--- config.mk ---
export PLATFORM = sky130hd
export DESIGN_NAME = ddr2_pre_guard
export DESIGN_NICKNAME = d
export VERILOG_FILES = /design/src/rtl/ddr2_guard_pkg.sv /design/src/rtl/ddr2_cmd_decode.sv /design/src/rtl/ddr2_bank_timer.sv /design/src/rtl/ddr2_rule_check.sv /design/src/rtl/ddr2_pre_guard.sv
export SDC_FILE = /design/constraint.sdc
export NUM_CORES = 1
export LEC_CHECK = 0
export BUFFER_PORTS_ARGS = -buffer_cell sky130_fd_sc_hd__buf_4
export CAP_MARGIN = 40
export CORE_MARGIN = 5
export CORE_UTILIZATION = 60
export DETAILED_ROUTE_END_ITERATION = 8
export GPL_TIMING_DRIVEN = 0
export PLACE_DENSITY = 0.77
export REMOVE_ABC_BUFFERS = 1
export SLEW_MARGIN = 20
export SYNTH_ARGS = -nofsm -noshare
export SYNTH_HDL_FRONTEND = slang
export SYNTH_SLANG_ARGS = --single-unit
--- constraint.sdc ---
create_clock -name clk -period 6.8 [get_ports clk]
set_input_delay 0 -clock clk [delete_from_list [all_inputs] [get_ports clk]]
set_output_delay 0 -clock clk [all_outputs]
set_load 0.01 [all_outputs]
--- src/rtl/ddr2_guard_pkg.sv ---
package ddr2_guard_pkg;
  localparam int CODE_W = 3;

  typedef enum logic [CODE_W-1:0] {
    VC_NONE      = 3'd0,
    VC_RTP       = 3'd1,
    VC_RAS       = 3'd2,
    VC_RP        = 3'd3,
    VC_RC        = 3'd4,
    VC_ACT_OPEN  = 3'd5,
    VC_RD_CLOSED = 3'd6
  } viol_e;

  typedef struct packed {
    logic act;
    logic rd;
    logic pre;
  } cmd_s;
endpackage

--- src/rtl/ddr2_cmd_decode.sv ---
module ddr2_cmd_decode
  import ddr2_guard_pkg::*;
(
  input  logic cs_n,
  input  logic ras_n,
  input  logic cas_n,
  input  logic we_n,
  output cmd_s cmd
);
  always_comb begin
    cmd.act = !cs_n && !ras_n &&  cas_n &&  we_n;
    cmd.rd  = !cs_n &&  ras_n && !cas_n &&  we_n;
    cmd.pre = !cs_n && !ras_n &&  cas_n && !we_n;
  end
endmodule

--- src/rtl/ddr2_bank_timer.sv ---
module ddr2_bank_timer #(
  parameter int CNT_W = 6
) (
  input  logic             clk,
  input  logic             rst_n,
  input  logic             do_act,
  input  logic             do_rd,
  input  logic             do_pre,
  input  logic [CNT_W-1:0] rtp_need,
  input  logic [CNT_W-1:0] tras,
  input  logic [CNT_W-1:0] trp,
  input  logic [CNT_W-1:0] trc,
  output logic             is_open,
  output logic             rtp_ok,
  output logic             ras_ok,
  output logic             rp_ok,
  output logic             rc_ok
);
  localparam logic [CNT_W-1:0] CNT_MAX = '1;
  localparam logic [CNT_W-1:0] CNT_ONE = CNT_W'(1);

  logic             open_q, open_n;
  logic [CNT_W-1:0] cnt_act_q, cnt_act_n;
  logic [CNT_W-1:0] cnt_rd_q,  cnt_rd_n;
  logic [CNT_W-1:0] cnt_pre_q, cnt_pre_n;

  function automatic logic [CNT_W-1:0] sat_inc(input logic [CNT_W-1:0] v);
    return (v == CNT_MAX) ? v : v + CNT_ONE;
  endfunction

  always_comb begin
    open_n    = open_q;
    cnt_act_n = sat_inc(cnt_act_q);
    cnt_rd_n  = sat_inc(cnt_rd_q);
    cnt_pre_n = sat_inc(cnt_pre_q);
    if (do_act) begin
      open_n    = 1'b1;
      cnt_act_n = CNT_ONE;
    end
    if (do_rd) begin
      cnt_rd_n = CNT_ONE;
    end
    if (do_pre) begin
      open_n    = 1'b0;
      cnt_pre_n = CNT_ONE;
    end
  end

  always_ff @(posedge clk or negedge rst_n) begin
    if (!rst_n) begin
      open_q    <= 1'b0;
      cnt_act_q <= CNT_MAX;
      cnt_rd_q  <= CNT_MAX;
      cnt_pre_q <= CNT_MAX;
    end else begin
      open_q    <= open_n;
      cnt_act_q <= cnt_act_n;
      cnt_rd_q  <= cnt_rd_n;
      cnt_pre_q <= cnt_pre_n;
    end
  end

  assign is_open = open_q;
  assign rtp_ok  = (cnt_rd_q  >= rtp_need);
  assign ras_ok  = (cnt_act_q >= tras);
  assign rp_ok   = (cnt_pre_q >= trp);
  assign rc_ok   = (cnt_act_q >= trc);

  // counters start satisfied and saturate, never wrapping to zero
  a_r10_cnt_nonzero: assert property (@(posedge clk) disable iff (!rst_n)
    (cnt_act_q != '0) && (cnt_rd_q != '0) && (cnt_pre_q != '0));

  // the rule checker only grants an activate to a closed bank
  a_r9_act_closed_only: assert property (@(posedge clk) disable iff (!rst_n)
    do_act |-> !open_q);

  // an accepted precharge restarts the precharge timer
  a_r7_pre_restart: assert property (@(posedge clk) disable iff (!rst_n)
    do_pre |=> (cnt_pre_q == CNT_ONE) && !open_q);
endmodule

--- src/rtl/ddr2_rule_check.sv ---
module ddr2_rule_check
  import ddr2_guard_pkg::*;
#(
  parameter int NBANK = 8,
  localparam int BA_W = $clog2(NBANK)
) (
  input  cmd_s              cmd,
  input  logic              a10,
  input  logic [BA_W-1:0]   ba,
  input  logic [NBANK-1:0]  open_v,
  input  logic [NBANK-1:0]  rtp_ok_v,
  input  logic [NBANK-1:0]  ras_ok_v,
  input  logic [NBANK-1:0]  rp_ok_v,
  input  logic [NBANK-1:0]  rc_ok_v,
  output viol_e             code,
  output logic              legal,
  output logic [NBANK-1:0]  do_act_v,
  output logic [NBANK-1:0]  do_rd_v,
  output logic [NBANK-1:0]  do_pre_v
);
  logic [NBANK-1:0] sel, tgt;
  logic             rtp_bad, ras_bad;

  assign sel     = NBANK'(1) << ba;
  assign tgt     = a10 ? '1 : sel;
  assign rtp_bad = |(tgt & open_v & ~rtp_ok_v);
  assign ras_bad = |(tgt & open_v & ~ras_ok_v);

  always_comb begin
    code = VC_NONE;
    if (cmd.pre) begin
      if (rtp_bad)      code = VC_RTP;
      else if (ras_bad) code = VC_RAS;
    end else if (cmd.act) begin
      if (open_v[ba])        code = VC_ACT_OPEN;
      else if (!rp_ok_v[ba]) code = VC_RP;
      else if (!rc_ok_v[ba]) code = VC_RC;
    end else if (cmd.rd) begin
      if (!open_v[ba])       code = VC_RD_CLOSED;
    end
  end

  assign legal    = (code == VC_NONE);
  assign do_pre_v = (cmd.pre && legal) ? (tgt & open_v) : '0;
  assign do_act_v = (cmd.act && legal) ? sel : '0;
  assign do_rd_v  = (cmd.rd  && legal) ? sel : '0;
endmodule

--- src/rtl/ddr2_pre_guard.sv ---
module ddr2_pre_guard
  import ddr2_guard_pkg::*;
#(
  parameter int NBANK = 8,
  parameter int CNT_W = 6,
  parameter int AL_W  = 3,
  localparam int BA_W = $clog2(NBANK)
) (
  input  logic              clk,
  input  logic              rst_n,
  input  logic              cs_n,
  input  logic              ras_n,
  input  logic              cas_n,
  input  logic              we_n,
  input  logic              a10,
  input  logic [BA_W-1:0]   ba,
  input  logic [AL_W-1:0]   cfg_al,
  input  logic              cfg_bl8,
  input  logic              cfg_hifreq,
  input  logic [CNT_W-1:0]  cfg_tras,
  input  logic [CNT_W-1:0]  cfg_trp,
  input  logic [CNT_W-1:0]  cfg_trc,
  output logic              chk_ok,
  output logic              viol,
  output logic [CODE_W-1:0] viol_code,
  output logic [NBANK-1:0]  bank_open
);
  // reset: asserted asynchronously, released on a clock edge
  logic rst_s0, rst_s1, rst_n_s;
  always_ff @(posedge clk or negedge rst_n) begin
    if (!rst_n) begin
      rst_s0 <= 1'b0;
      rst_s1 <= 1'b0;
    end else begin
      rst_s0 <= 1'b1;
      rst_s1 <= rst_s0;
    end
  end
  assign rst_n_s = rst_s1;

  cmd_s             cmd;
  viol_e            code;
  logic             legal, judged;
  logic [NBANK-1:0] rtp_ok_v, ras_ok_v, rp_ok_v, rc_ok_v;
  logic [NBANK-1:0] do_act_v, do_rd_v, do_pre_v;
  logic [CNT_W-1:0] rtp_need;

  assign rtp_need = CNT_W'(cfg_al) + (cfg_bl8 ? CNT_W'(4) : CNT_W'(2))
                  + CNT_W'(cfg_hifreq);

  ddr2_cmd_decode u_dec (
    .cs_n (cs_n), .ras_n(ras_n), .cas_n(cas_n), .we_n(we_n), .cmd(cmd)
  );

  ddr2_rule_check #(.NBANK(NBANK)) u_rule (
    .cmd     (cmd),      .a10     (a10),      .ba      (ba),
    .open_v  (bank_open),.rtp_ok_v(rtp_ok_v), .ras_ok_v(ras_ok_v),
    .rp_ok_v (rp_ok_v),  .rc_ok_v (rc_ok_v),  .code    (code),
    .legal   (legal),    .do_act_v(do_act_v), .do_rd_v (do_rd_v),
    .do_pre_v(do_pre_v)
  );

  for (genvar b = 0; b < NBANK; b++) begin : g_bank
    ddr2_bank_timer #(.CNT_W(CNT_W)) u_bank (
      .clk     (clk),         .rst_n   (rst_n_s),
      .do_act  (do_act_v[b]), .do_rd   (do_rd_v[b]), .do_pre(do_pre_v[b]),
      .rtp_need(rtp_need),    .tras    (cfg_tras),
      .trp     (cfg_trp),     .trc     (cfg_trc),
      .is_open (bank_open[b]),.rtp_ok  (rtp_ok_v[b]),
      .ras_ok  (ras_ok_v[b]), .rp_ok   (rp_ok_v[b]), .rc_ok(rc_ok_v[b])
    );
  end

  // result registers
  logic              ok_q, ok_n, viol_q, viol_n;
  logic [CODE_W-1:0] code_q, code_n;

  assign judged = cmd.act || cmd.rd || cmd.pre;

  always_comb begin
    ok_n   = judged && legal;
    viol_n = judged && !legal;
    code_n = viol_n ? code : VC_NONE;
  end

  always_ff @(posedge clk or negedge rst_n_s) begin
    if (!rst_n_s) begin
      ok_q   <= 1'b0;
      viol_q <= 1'b0;
      code_q <= VC_NONE;
    end else begin
      ok_q   <= ok_n;
      viol_q <= viol_n;
      code_q <= code_n;
    end
  end

  assign chk_ok    = ok_q;
  assign viol      = viol_q;
  assign viol_code = code_q;

  logic [NBANK-1:0] sel_dbg;
  assign sel_dbg = NBANK'(1) << ba;

  // legal all-banks precharge leaves every bank closed
  a_r2_all_close: assert property (@(posedge clk) disable iff (!rst_n_s)
    (cmd.pre && a10 && legal) |=> (bank_open == '0));

  // legal single-bank precharge closes only the addressed bank
  a_r3_one_close: assert property (@(posedge clk) disable iff (!rst_n_s)
    (cmd.pre && !a10 && legal) |=> (bank_open == ($past(bank_open) & ~$past(sel_dbg))));

  // legal activate opens exactly its bank
  a_r9_act_opens: assert property (@(posedge clk) disable iff (!rst_n_s)
    (cmd.act && legal) |=> (bank_open == ($past(bank_open) | $past(sel_dbg))));

  // rejected or unjudged commands leave bank state alone
  a_r11_hold_state: assert property (@(posedge clk) disable iff (!rst_n_s)
    (!(judged && legal)) |=> $stable(bank_open));

  // at most one result pulse, and a code exactly when violating
  a_r12_pulse_code: assert property (@(posedge clk) disable iff (!rst_n_s)
    $onehot0({chk_ok, viol}) && (viol == (viol_code != '0)));
endmodule

---- After elaboration in Yosys (flattened, before gate mapping) ----
Cells that the tools add are included.
cells by class
  div/mod/pow operators ................... 0
  $lt $le $gt $ge ......................... 33
  muxes and demuxes ....................... 85
  eq/ne operators ......................... 48
  bitwise gates (word level) .............. 5
  add/sub/neg operators ................... 26
  reductions and logical operators ........ 30
  shift-type cells ........................ 1
  multiply operators ...................... 0
operators by type and width
  operator               count
  $mux W6                48
  $add A6 B1 Y6 const B  24
  $eq A6 B6 Y1 const B   24
  $ge A6 B6 Y1           24
  $ge A6 B5 Y1           8
  $ne A2 B2 Y1 const B   24
  $mux W8                4
  $mux W3                10
  $and A8 B8 Y8          3
  $mux W1                19
  $not A8 Y8             2
  $reduce_bool A2 Y1     8
  $reduce_or A8 Y1       2
  $logic_and A1 B1 Y1    12
  $bmux W1 S3            3
  $shl A1 B3 Y8 const A  1
  $add A4 B1 Y5          1
  $logic_not A1 Y1       5
  $add A3 B3 Y4          1
  $lt A3 B4 Y1 const B   1
  $logic_not A3 Y1       1
  $logic_or A1 B1 Y1     2
  $mux W2                1
word-level totals
  bits in read-only memories .............. 0
  output and inout bits ................... 13
  register bits after elaboration ......... 159
  latch bits .............................. 0
  bits in writable memories ............... 0
  word-level logic and storage cells ...... 265
  input bits .............................. 33
  memories kept ........................... 0

---- Depth between registers and ports, before layout ----
Gate-level depths: netlist of run 1.
  depth in word-level cells ............... 14
  gate-level depth with buffers ........... 14
  mapped depth without buffers ............ 12

---- Modules after synthesis ----
From an unflattened synthesis of run 1, not the netlist that was laid out.
unflattened totals
  cell total of the unflattened synthesis .. 1,510
  area total of the unflattened synthesis .. 13,456.7 um^2
modules (own cells, without submodules)
  module           sequential area each (um^2)  instances  area an instance (um^2)  cells each
  ddr2_bank_timer  498.0                        8          1,524.0                  170
  ddr2_rule_check  0.0                          1          898.4                    120
  ddr2_pre_guard   175.2                        1          326.6                    27
  ddr2_cmd_decode  0.0                          1          40.0                     3

---- Worst setup path after synthesis of run 1 ----
No wires, ideal clock.
  path kind ............................... reg2reg
  start ................................... reg g_bank[4].u_bank.cnt_pre_q[0]
  end ..................................... reg g_bank[0].u_bank.open_q
  clock period less this slack ............ 2.536 ns
  data required time ...................... 6.674 ns
  slack ................................... 4.264 ns
  buffers on the path ..................... 2
  cell stages (with the launch flop) ...... 12
  arrival ................................. 2.411 ns
  setup time .............................. 0.126 ns
  cell sequence ........................... dfstp_2 -> inv_1 -> ha_1 -> or3b_2 -> o2111ai_1 -> and3_1 -> o221ai_1 -> o21a_1 -> and4b_1 -> buf_4 -> buf_6 -> o2bb2ai_1
between the ends
  longest elaborated chain between the ends .. 11
  elaborated cells on any way between the ends .. 14
  classes of those cells .................. order compare (1); mux (9); reduce/logical (4)
ends and longest elaborated chain
  what                                                  line                                          text
  from (decl)                                           ddr2_bank_timer.sv:25                         logic [CNT_W-1:0] cnt_pre_q, cnt_pre_n;
  from (signal assigned)                                ddr2_bank_timer.sv:59                         cnt_pre_q <= cnt_pre_n;
  $ge A6 B6 Y1 *                                        ddr2_bank_timer.sv:66                         assign rp_ok = (cnt_pre_q >= trp);
  $bmux W1 S3 *                                         ddr2_rule_check.sv:36                         else if (!rp_ok_v[ba]) code = VC_RP;
  $mux W1 (not written as such) *                       ddr2_rule_check.sv:36
  $mux W3 *                                             ddr2_rule_check.sv:36
  $mux W3 *                                             ddr2_rule_check.sv:35                         if (open_v[ba]) code = VC_ACT_OPEN;
  $mux W3 *                                             ddr2_rule_check.sv:34                         end else if (cmd.act) begin
  $mux W3 *                                             ddr2_rule_check.sv:31                         if (cmd.pre) begin
  $logic_not A3 Y1 *                                    ddr2_rule_check.sv:43                         assign legal = (code == VC_NONE);
  $logic_and A1 B1 Y1, on equally long branches         ddr2_rule_check.sv:44, ddr2_rule_check.sv:45
  $mux W8, on equally long branches                     ddr2_rule_check.sv:44, ddr2_rule_check.sv:45
  $mux W1 / $reduce_bool A2 Y1 (equally long branches)  -
  to (signal assigned)                                  ddr2_bank_timer.sv:56                         open_q <= open_n;
  to (decl)                                             ddr2_bank_timer.sv:22                         logic open_q, open_n;
Every way passes the cells marked *; elsewhere a longest branch is shown, timed or not. The select of a mux whose other input is x is not followed.
A chain may end at the register's enable or synchronous reset.

---- Worst setup path in the final report of run 1 ----
  start ................................... reg g_bank[5].u_bank.cnt_rd_q[0]
  end ..................................... reg g_bank[2].u_bank.cnt_pre_q[3]
between the ends
  longest elaborated chain between the ends .. 10
  elaborated cells on any way between the ends .. 11
  classes of those cells .................. order compare (1); eq/ne (1); mux (4); bitwise (2); reduce/logical (3)
ends and longest elaborated chain
  what                                                      line                   text
  from (decl)                                               ddr2_bank_timer.sv:24  logic [CNT_W-1:0] cnt_rd_q, cnt_rd_n;
  from (signal assigned)                                    ddr2_bank_timer.sv:58  cnt_rd_q <= cnt_rd_n;
  $ge A6 B5 Y1 *                                            ddr2_bank_timer.sv:64  assign rtp_ok = (cnt_rd_q >= rtp_need);
  $not A8 Y8 *                                              ddr2_rule_check.sv:26  assign rtp_bad = |(tgt & open_v & ~rtp_ok_v);
  $and A8 B8 Y8 *                                           ddr2_rule_check.sv:26
  $reduce_or A8 Y1 *                                        ddr2_rule_check.sv:26
  $mux W3 *                                                 ddr2_rule_check.sv:32  if (rtp_bad) code = VC_RTP;
  $mux W3 *                                                 ddr2_rule_check.sv:31
  $logic_not A3 Y1 *                                        ddr2_rule_check.sv:43
  $logic_and A1 B1 Y1 *                                     ddr2_rule_check.sv:44  assign do_pre_v = (cmd.pre && legal) ? (tgt & open_v) : '0;
  $mux W8 *                                                 ddr2_rule_check.sv:44
  $ne A2 B2 Y1 (no line) / $mux W6 (equally long branches)  -
  to (signal assigned)                                      ddr2_bank_timer.sv:59
  to (decl)                                                 ddr2_bank_timer.sv:25
Every way passes the cells marked *; elsewhere a longest branch is shown, timed or not.

==> results of run 1 <==
-- area by class of cell --
class | count | area [um^2]
Tap cell | 270 | 338
Clock inverter | 12 | 160
Inverter | 59 | 221
Multi-Input combinational cell | 1013 | 7630
Sequential cell | 159 | 4160
Fill cell | 1610 | 6710
Clock buffer | 20 | 447
Timing Repair Buffer | 61 | 562
-- state kept, by name, summed over array words and instances (netlist names) --
register	cells
g_bank.u_bank.is_open	8
viol	1
g_bank.u_bank.cnt_rd_q	48
g_bank.u_bank.cnt_pre_q	48
viol_code	3
chk_ok	1
g_bank.u_bank.cnt_act_q	48
rst_s0	1
rst_n_s	1
-- metal layers --
metal,wire [um],part of all wire (%)
met5,0,0
met4,743,2.5
met3,1530,5.2
met2,14400,49
met1,12800,44
-- cell families after synthesis --
kind of cell | count (synthesis) | share of synthesized area [%]
other | 1 | 0.0304
AOI/OAI and AO/OA | 326 | 17.0
and+or+nand+nor | 393 | 17.2
DFF | 159 | 33.8
muxes | 40 | 3.48
xor gates and xnor gates | 49 | 3.48
adders and majority gates | 204 | 20.6
buffers and inverters | 108 | 4.36
-- report_power, final --
part,switching (mW),internal [mW],leakage (nW)
clock,0.421,0.592,0.297
combinational,1.39,1.29,4.22
sequential,0.605,1.74,1.68
total,2.41,3.63,6.20
-- metrics by stage --
step / total power, mW / std cells / util (%)
after global routing: 6.62 / 1594 / 66.8
after CTS: 6.05 / 1594 / 66.8
after global placement: 4.81 / 1546 / 62.7
after floorplan: 4.27 / 1231 / -
after detailed placement: 4.99 / 1559 / 63.7
final: 6.04 / 1594 / 66.8
-- worst min-delay path, delay by kind of cell --
family                 cells  cell delay [ns]
buffers and inverters      1             0.20
AND/OR/NAND/NOR            2             0.23
-- layout by cell type, fill, tap and decap left out, types with 4 or more instances in the layout --
master / instances
or2_2: 14
nor4_1: 10
nor3_1: 14
and2_1: 8
a21oi_1: 112
nand3_1: 85
xor2_1: 20
o2bb2ai_1: 8
a211oi_1: 13
a22oi_1: 12
a221oi_2: 5
mux2i_1: 38
buf_4: 49
nand2b_1: 46
dfstp_2: 144
nand4_1: 9
ha_1: 195
nor3b_1: 10
nor2_1: 62
xnor2_1: 29
o21a_1: 4
nand3b_1: 13
dfrtp_1: 14
inv_1: 59
nand2_1: 62
a21o_1: 33
a31oi_1: 22
maj3_1: 8
clkbuf_16: 17
a21oi_2: 7
and3_1: 30
o21ai_0: 71
nor2b_1: 9
-- final timing paths --
kind,startpoint,endpoint,slack [ns],depth (start not counted)
worst max-delay path,g_bank[5].u_bank.cnt_rd_q[0],g_bank[2].u_bank.cnt_pre_q[3],3.50,11
worst min-delay path,ba[2],g_bank[3].u_bank.cnt_rd_q[1],0.03,3
worst max register to register,g_bank[5].u_bank.cnt_rd_q[0],g_bank[2].u_bank.cnt_pre_q[3],3.50,11
worst min register to register,rst_s0,rst_n_s,0.36,0
max in group asynchronous,rst_n_s,g_bank[6].u_bank.cnt_pre_q[3],5.58,2
min in group asynchronous,rst_n,rst_n_s,0.42,3
==> out/metrics.csv, run 1 <==
stage,metric,value,unit
floorplan,Die Ht,153,um
clock_tree,# resized after CTS,0,
floorplan,die area,23500,um^2
global_routing,M3 GR Usage,4.13,%
logic_synthesis,largest cells by area after synthesis,"dfstp_2 (31%), ha_1 (20%), a21oi_1 (4.6%), nand3_1 (3.5%), mux2i_1 (3.1%)",
cells_and_area,area growth from synthesis to layout,9.77,%
sta,RSZ-0062 raised after global routing,false,
placed_design,RePlAce Congestion,0.886,
worst_setup_path,critical path startpoint category,flop,
drt,wire length per cell,18.5,um
drt,drt pass-1 iters,5,
floorplan,num rows,52,
global_routing,GR Overflow Total,0,
drt,via/cell ratio,6.20,
placed_design,pre-CTS setup slack,3.27,ns
global_routing,GRT Resource Usage Total,25.4,%
logic_synthesis,Seq cells post-synth,159,
drt,# DRC,0,
global_routing,first-pass GRT wire length,49000,um
placed_design,"Cell Area, Placed",12900,um^2
sta,Final Hold Vio Count,0,
logic_synthesis,Post-synth top flop,dfstp_2,
logic_synthesis,sequential share of the synthesized area,33.8,%
logic_synthesis,Yosys warning total,0,
logic_synthesis,cell area after synthesis,12300,um^2
drt,iteration-0 DRC count of the detailed router,604,
logic_synthesis,leading area contributor after synthesis,dfstp_2,
hold_path,Hold Crit Class,input port to flop,
clock_tree,cts bufs inserted,17,
cells_and_area,antenna cells,0,
floorplan,I/O Pins,46,
flow_run,Max Cap Violations,0,
logic_synthesis,Post-Syn Instances,1280,
sta,period utilization,48.6,%
global_routing,number of global-route vias before repair,9822,
floorplan,Starting Density,60.9,%
logic_synthesis,most common cell in the netlist,ha_1,
worst_setup_path,CP max FO,25,
sta,Slew headroom,50.0,%
worst_setup_path,Worst setup EP type,flop,
drt,via count,9888,
clock_tree,CTS Hold Buffers Added,3,
worst_setup_path,WP buf/inv,2,
clock_tree,H-Tree Depth,4,
global_routing,initial antenna violation count,0,
logic_synthesis,number of library cell types mapped by synthesis,79,
global_routing,met2 Use GR,44.0,%
worst_setup_path,Crit-path slowest cell,nand4_1,
drt,Final ANT Viol Nets,0,
clock_tree,Clock Root Buffer,clkbuf_16,
sta,clock skew,0.0124,ns
worst_setup_path,kind of cell adding the most delay to the critical path,compound AO/OA/AOI/OAI gates,
sta,Final Setup Violations,0,
logic_synthesis,syn avg cell area,9.62,um^2
cells_and_area,fraction of layout cells with a size suffix above 1,21.1,%
clock_tree,TritonCTS clock tree,done,
worst_setup_path,"Arr. time, crit path",3.63,ns
worst_setup_path,"Critical Path, Cell by Cell","inv_1, ha_1, nand2b_1, a21o_1, maj3_1, a21oi_1, a31oi_1, nand4_1, a21oi_4, buf_16, a32oi_1",
logic_synthesis,asr flop ratio synth,100,%
floorplan,core area,20200,um^2
sta,Max Clock Freq,303,MHz
clock_tree,Clock Sinks,159,
clock_tree,Max Root-Sink Buffers,2,
worst_setup_path,crit path kind,flop to flop,
clock_tree,clk_lat worst skew,0.44,ns
drt,Routed WL,29500,um
power,maximum vdd drop,0.214,mV
status,status,"finished, final reports clean",
logic_synthesis,"top cells by count, synth","ha_1 (195), dfstp_2 (144), a21oi_1 (112)",
cells_and_area,nets,1540,
sta,minimum clock period,3.30,ns
placed_design,IO buf count,45,
logic_synthesis,Post-synth EDFFs,0,
sta,fin worst setup slack,3.50,ns
power,Lkg Pwr,6.20,nW
floorplan,Die X-Extent,153,um
placed_design,hpwl dp,21000,um
global_routing,largest net degree at the start of global routing,50,
sta,max-slew violations,0,
clock_tree,setup bufs post-CTS,0,
cells_and_area,fin area,13500,um^2
logic_synthesis,Yosys top cell area share,30.7,%
clock_tree,Worst-path clk slew,0.07,ns
sta,Worst Tran Pin Value,0.747,ns
sta,Min Hold Slack,0.0338,ns
worst_setup_path,CP max stage delay,0.62,ns
global_routing,Most Crowded Layer GR,met2,
power,P per Cell Area,447,nW/um^2
worst_setup_path,Worst EP required,7.12,ns
sta,setup TNS,0,ns
global_routing,met1 Track Usage GR,32.8,%
(Power assumes the default switching activity.)
==> run 2: changes to the inputs <==
==> constraint.sdc (replaced) <==
create_clock -name clk -period 3.3 [get_ports clk]
set_input_delay 0 -clock clk [delete_from_list [all_inputs] [get_ports clk]]
set_output_delay 0 -clock clk [all_outputs]
set_load 0.01 [all_outputs]
==> out/metrics.csv, run 2 (synthesis gave the netlist of run 1 again) <==
stage,metric,value,unit
sta,RSZ-0062 raised after global routing,false,
cells_and_area,"Core Util, Final",67.0,%
placed_design,RePlAce Congestion,0.886,
clock_tree,Clock Root Buffer,clkbuf_16,
cells_and_area,area growth from synthesis to layout,10.0,%
power,Lkg Pwr,6.22,nW
sta,Max Clock Freq,324,MHz
floorplan,die area,23500,um^2
drt,drt pass-1 iters,5,
sta,period utilization,93.4,%
global_routing,initial antenna violation count,0,
global_routing,GRT Resource Usage Total,25.4,%
worst_setup_path,crit path kind,flop to flop,
floorplan,I/O Pins,46,
worst_setup_path,r2r endpoint,g_bank[5].u_bank.is_open,
sta,minimum clock period,3.08,ns
drt,Final ANT Viol Nets,0,
worst_setup_path,"Arr. time, crit path",3.43,ns
drt,iteration-0 DRC count of the detailed router,584,
hold_path,Hold Crit Class,input port to flop,
power,maximum vdd drop,0.442,mV
floorplan,Die X-Extent,153,um
cells_and_area,nets,1544,
clock_tree,Worst-path clk slew,0.07,ns
global_routing,largest net degree at the start of global routing,50,
sta,Final Hold Vio Count,0,
floorplan,Starting Density,60.9,%
global_routing,number of global-route vias before repair,9822,
sta,Slew headroom,49.6,%
clock_tree,# resized after CTS,0,
worst_setup_path,Critical R2R Launch,g_bank[1].u_bank.cnt_act_q[0],
hold_path,Hold Crit Start,ba[2],
drt,via/cell ratio,6.18,
global_routing,GR Overflow Total,0,
sta,Worst Tran Pin Value,0.753,ns
worst_setup_path,Worst setup EP type,flop,
cells_and_area,Final Instance Count excl. Fillers,1598,
sta,clock skew,0.0135,ns
sta,Min Hold Slack,0.0312,ns
clock_tree,clk_lat worst skew,0.44,ns
hold_path,Worst Hold Depth,3,
placed_design,placed cells,1559,
sta,fin worst setup slack,0.217,ns
global_routing,first-pass GRT wire length,49000,um
clock_tree,Max Root-Sink Buffers,2,
worst_setup_path,flop2flop setup slack,0.22,ns
worst_setup_path,Worst Reg-to-Reg Cells,11,
cells_and_area,largest registers,"g_bank.u_bank.cnt_act_q (48), g_bank.u_bank.cnt_pre_q (48), g_bank.u_bank.cnt_rd_q (48)",
status,status,"finished, final reports clean",
cells_and_area,fraction of layout cells with a size suffix above 1,21.4,%
drt,wire length per cell,18.5,um
placed_design,hpwl dp,21000,um
drt,via count,9882,
drt,Routed WL,29600,um
cells_and_area,"commonest non-fill, non-tap cell in the layout",ha_1,
clock_tree,cts bufs inserted,17,
sta,Final Setup Violations,0,
cells_and_area,filler cell count,1610,
floorplan,core area,20200,um^2
flow_run,Max Cap Violations,0,
clock_tree,Clock Sinks,159,
floorplan,Die Ht,153,um
worst_setup_path,CP max FO,35,
cells_and_area,"commonest non-fill, non-tap cells in the layout","ha_1 (195), dfstp_2 (144), a21oi_1 (112)",
floorplan,num rows,52,
worst_setup_path,critical path startpoint category,flop,
drt,# DRC,0,
cells_and_area,antenna cells,0,
clock_tree,H-Tree Depth,4,
power,P per Cell Area,924,nW/um^2
placed_design,IO buf count,45,
hold_path,Hold Path End,g_bank[3].u_bank.cnt_rd_q[1],
clock_tree,TritonCTS clock tree,done,
sta,max-slew violations,0,
placed_design,pre-CTS setup slack,-0.225,ns
worst_setup_path,Worst EP required,3.65,ns
## run 2: worst max path at each step
stage / startpoint / slack, ns / to
final: g_bank[1].u_bank.cnt_act_q[0] / 0.22 / g_bank[5].u_bank.is_open
after global routing: g_bank[1].u_bank.cnt_act_q[0] / 0.04 / g_bank[4].u_bank.cnt_act_q[3]
after CTS: g_bank[5].u_bank.cnt_rd_q[0] / 0.13 / g_bank[2].u_bank.cnt_pre_q[3]
after detailed placement: cfg_al[0] / -0.23 / g_bank[2].u_bank.cnt_pre_q[3]
after global placement: rst_n_s / -3.26 / viol
after floorplan: rst_n_s / -1.21 / chk_ok
## run 2: power by group
group / internal, mW / leakage, nW / switching, mW
logic: 2.71 / 4.24 / 2.88
clock network: 1.22 / 0.297 / 0.872
registers: 3.60 / 1.68 / 1.25
total: 7.52 / 6.22 / 4.99
## run 2: metal layers
metal	up-vias	wire length, um	track usage [%]
met4	0	758	7.68
met3	61	1390	4.13
met2	228	14500	44.0
met5	-	0	0
li1	4765	-	-
met1	4828	13000	32.8
## run 2: final cells by class
cell class / count / area [um^2] / area share (%)
sequential: 159 / 4160 / 30.7
clock buffer: 20 / 447 / 3.30
clock inverter: 12 / 160 / 1.18
inverter: 59 / 221 / 1.63
multi-input combinational: 1013 / 7630 / 56.3
tap: 270 / 338 / 2.49
timing repair buffer: 65 / 592 / 4.37
## run 2: worst max-delay path, cell delays in order (launching register included)
cell and delay, ns:
dfstp_2 0.54, inv_1 0.08, ha_1 0.27, nand2b_1 0.09, a21oi_1 0.06, nor4_1 0.27, a21oi_1 0.12, and3_1 0.20
a21oi_1 0.30, and4b_2 0.63, buf_12 0.27, o2bb2ai_1 0.15
## run 2: stage by stage
| step | cell area [um^2] | TNS, ns | power (mW) |
|---|---|---|---|
| 2_1_floorplan | 12000 | -33.30 | 8.80 |
| 3_3_place_gp | 12700 | -381.31 | 9.91 |
| 3_5_place_dp | 12900 | -8.68 | 10.3 |
| 4_1_cts | 13500 | 0 | 12.5 |
| 5_1_grt | 13600 | 0 | 13.7 |
| 6_report | 13600 | 0 | 12.5 |
## run 2: repair_timing
action,in CTS,in global routing
endpoints found under the hold margin,3,0
hold buffers,3,0
buffers inserted,0,4
setup endpoints to repair,0,49
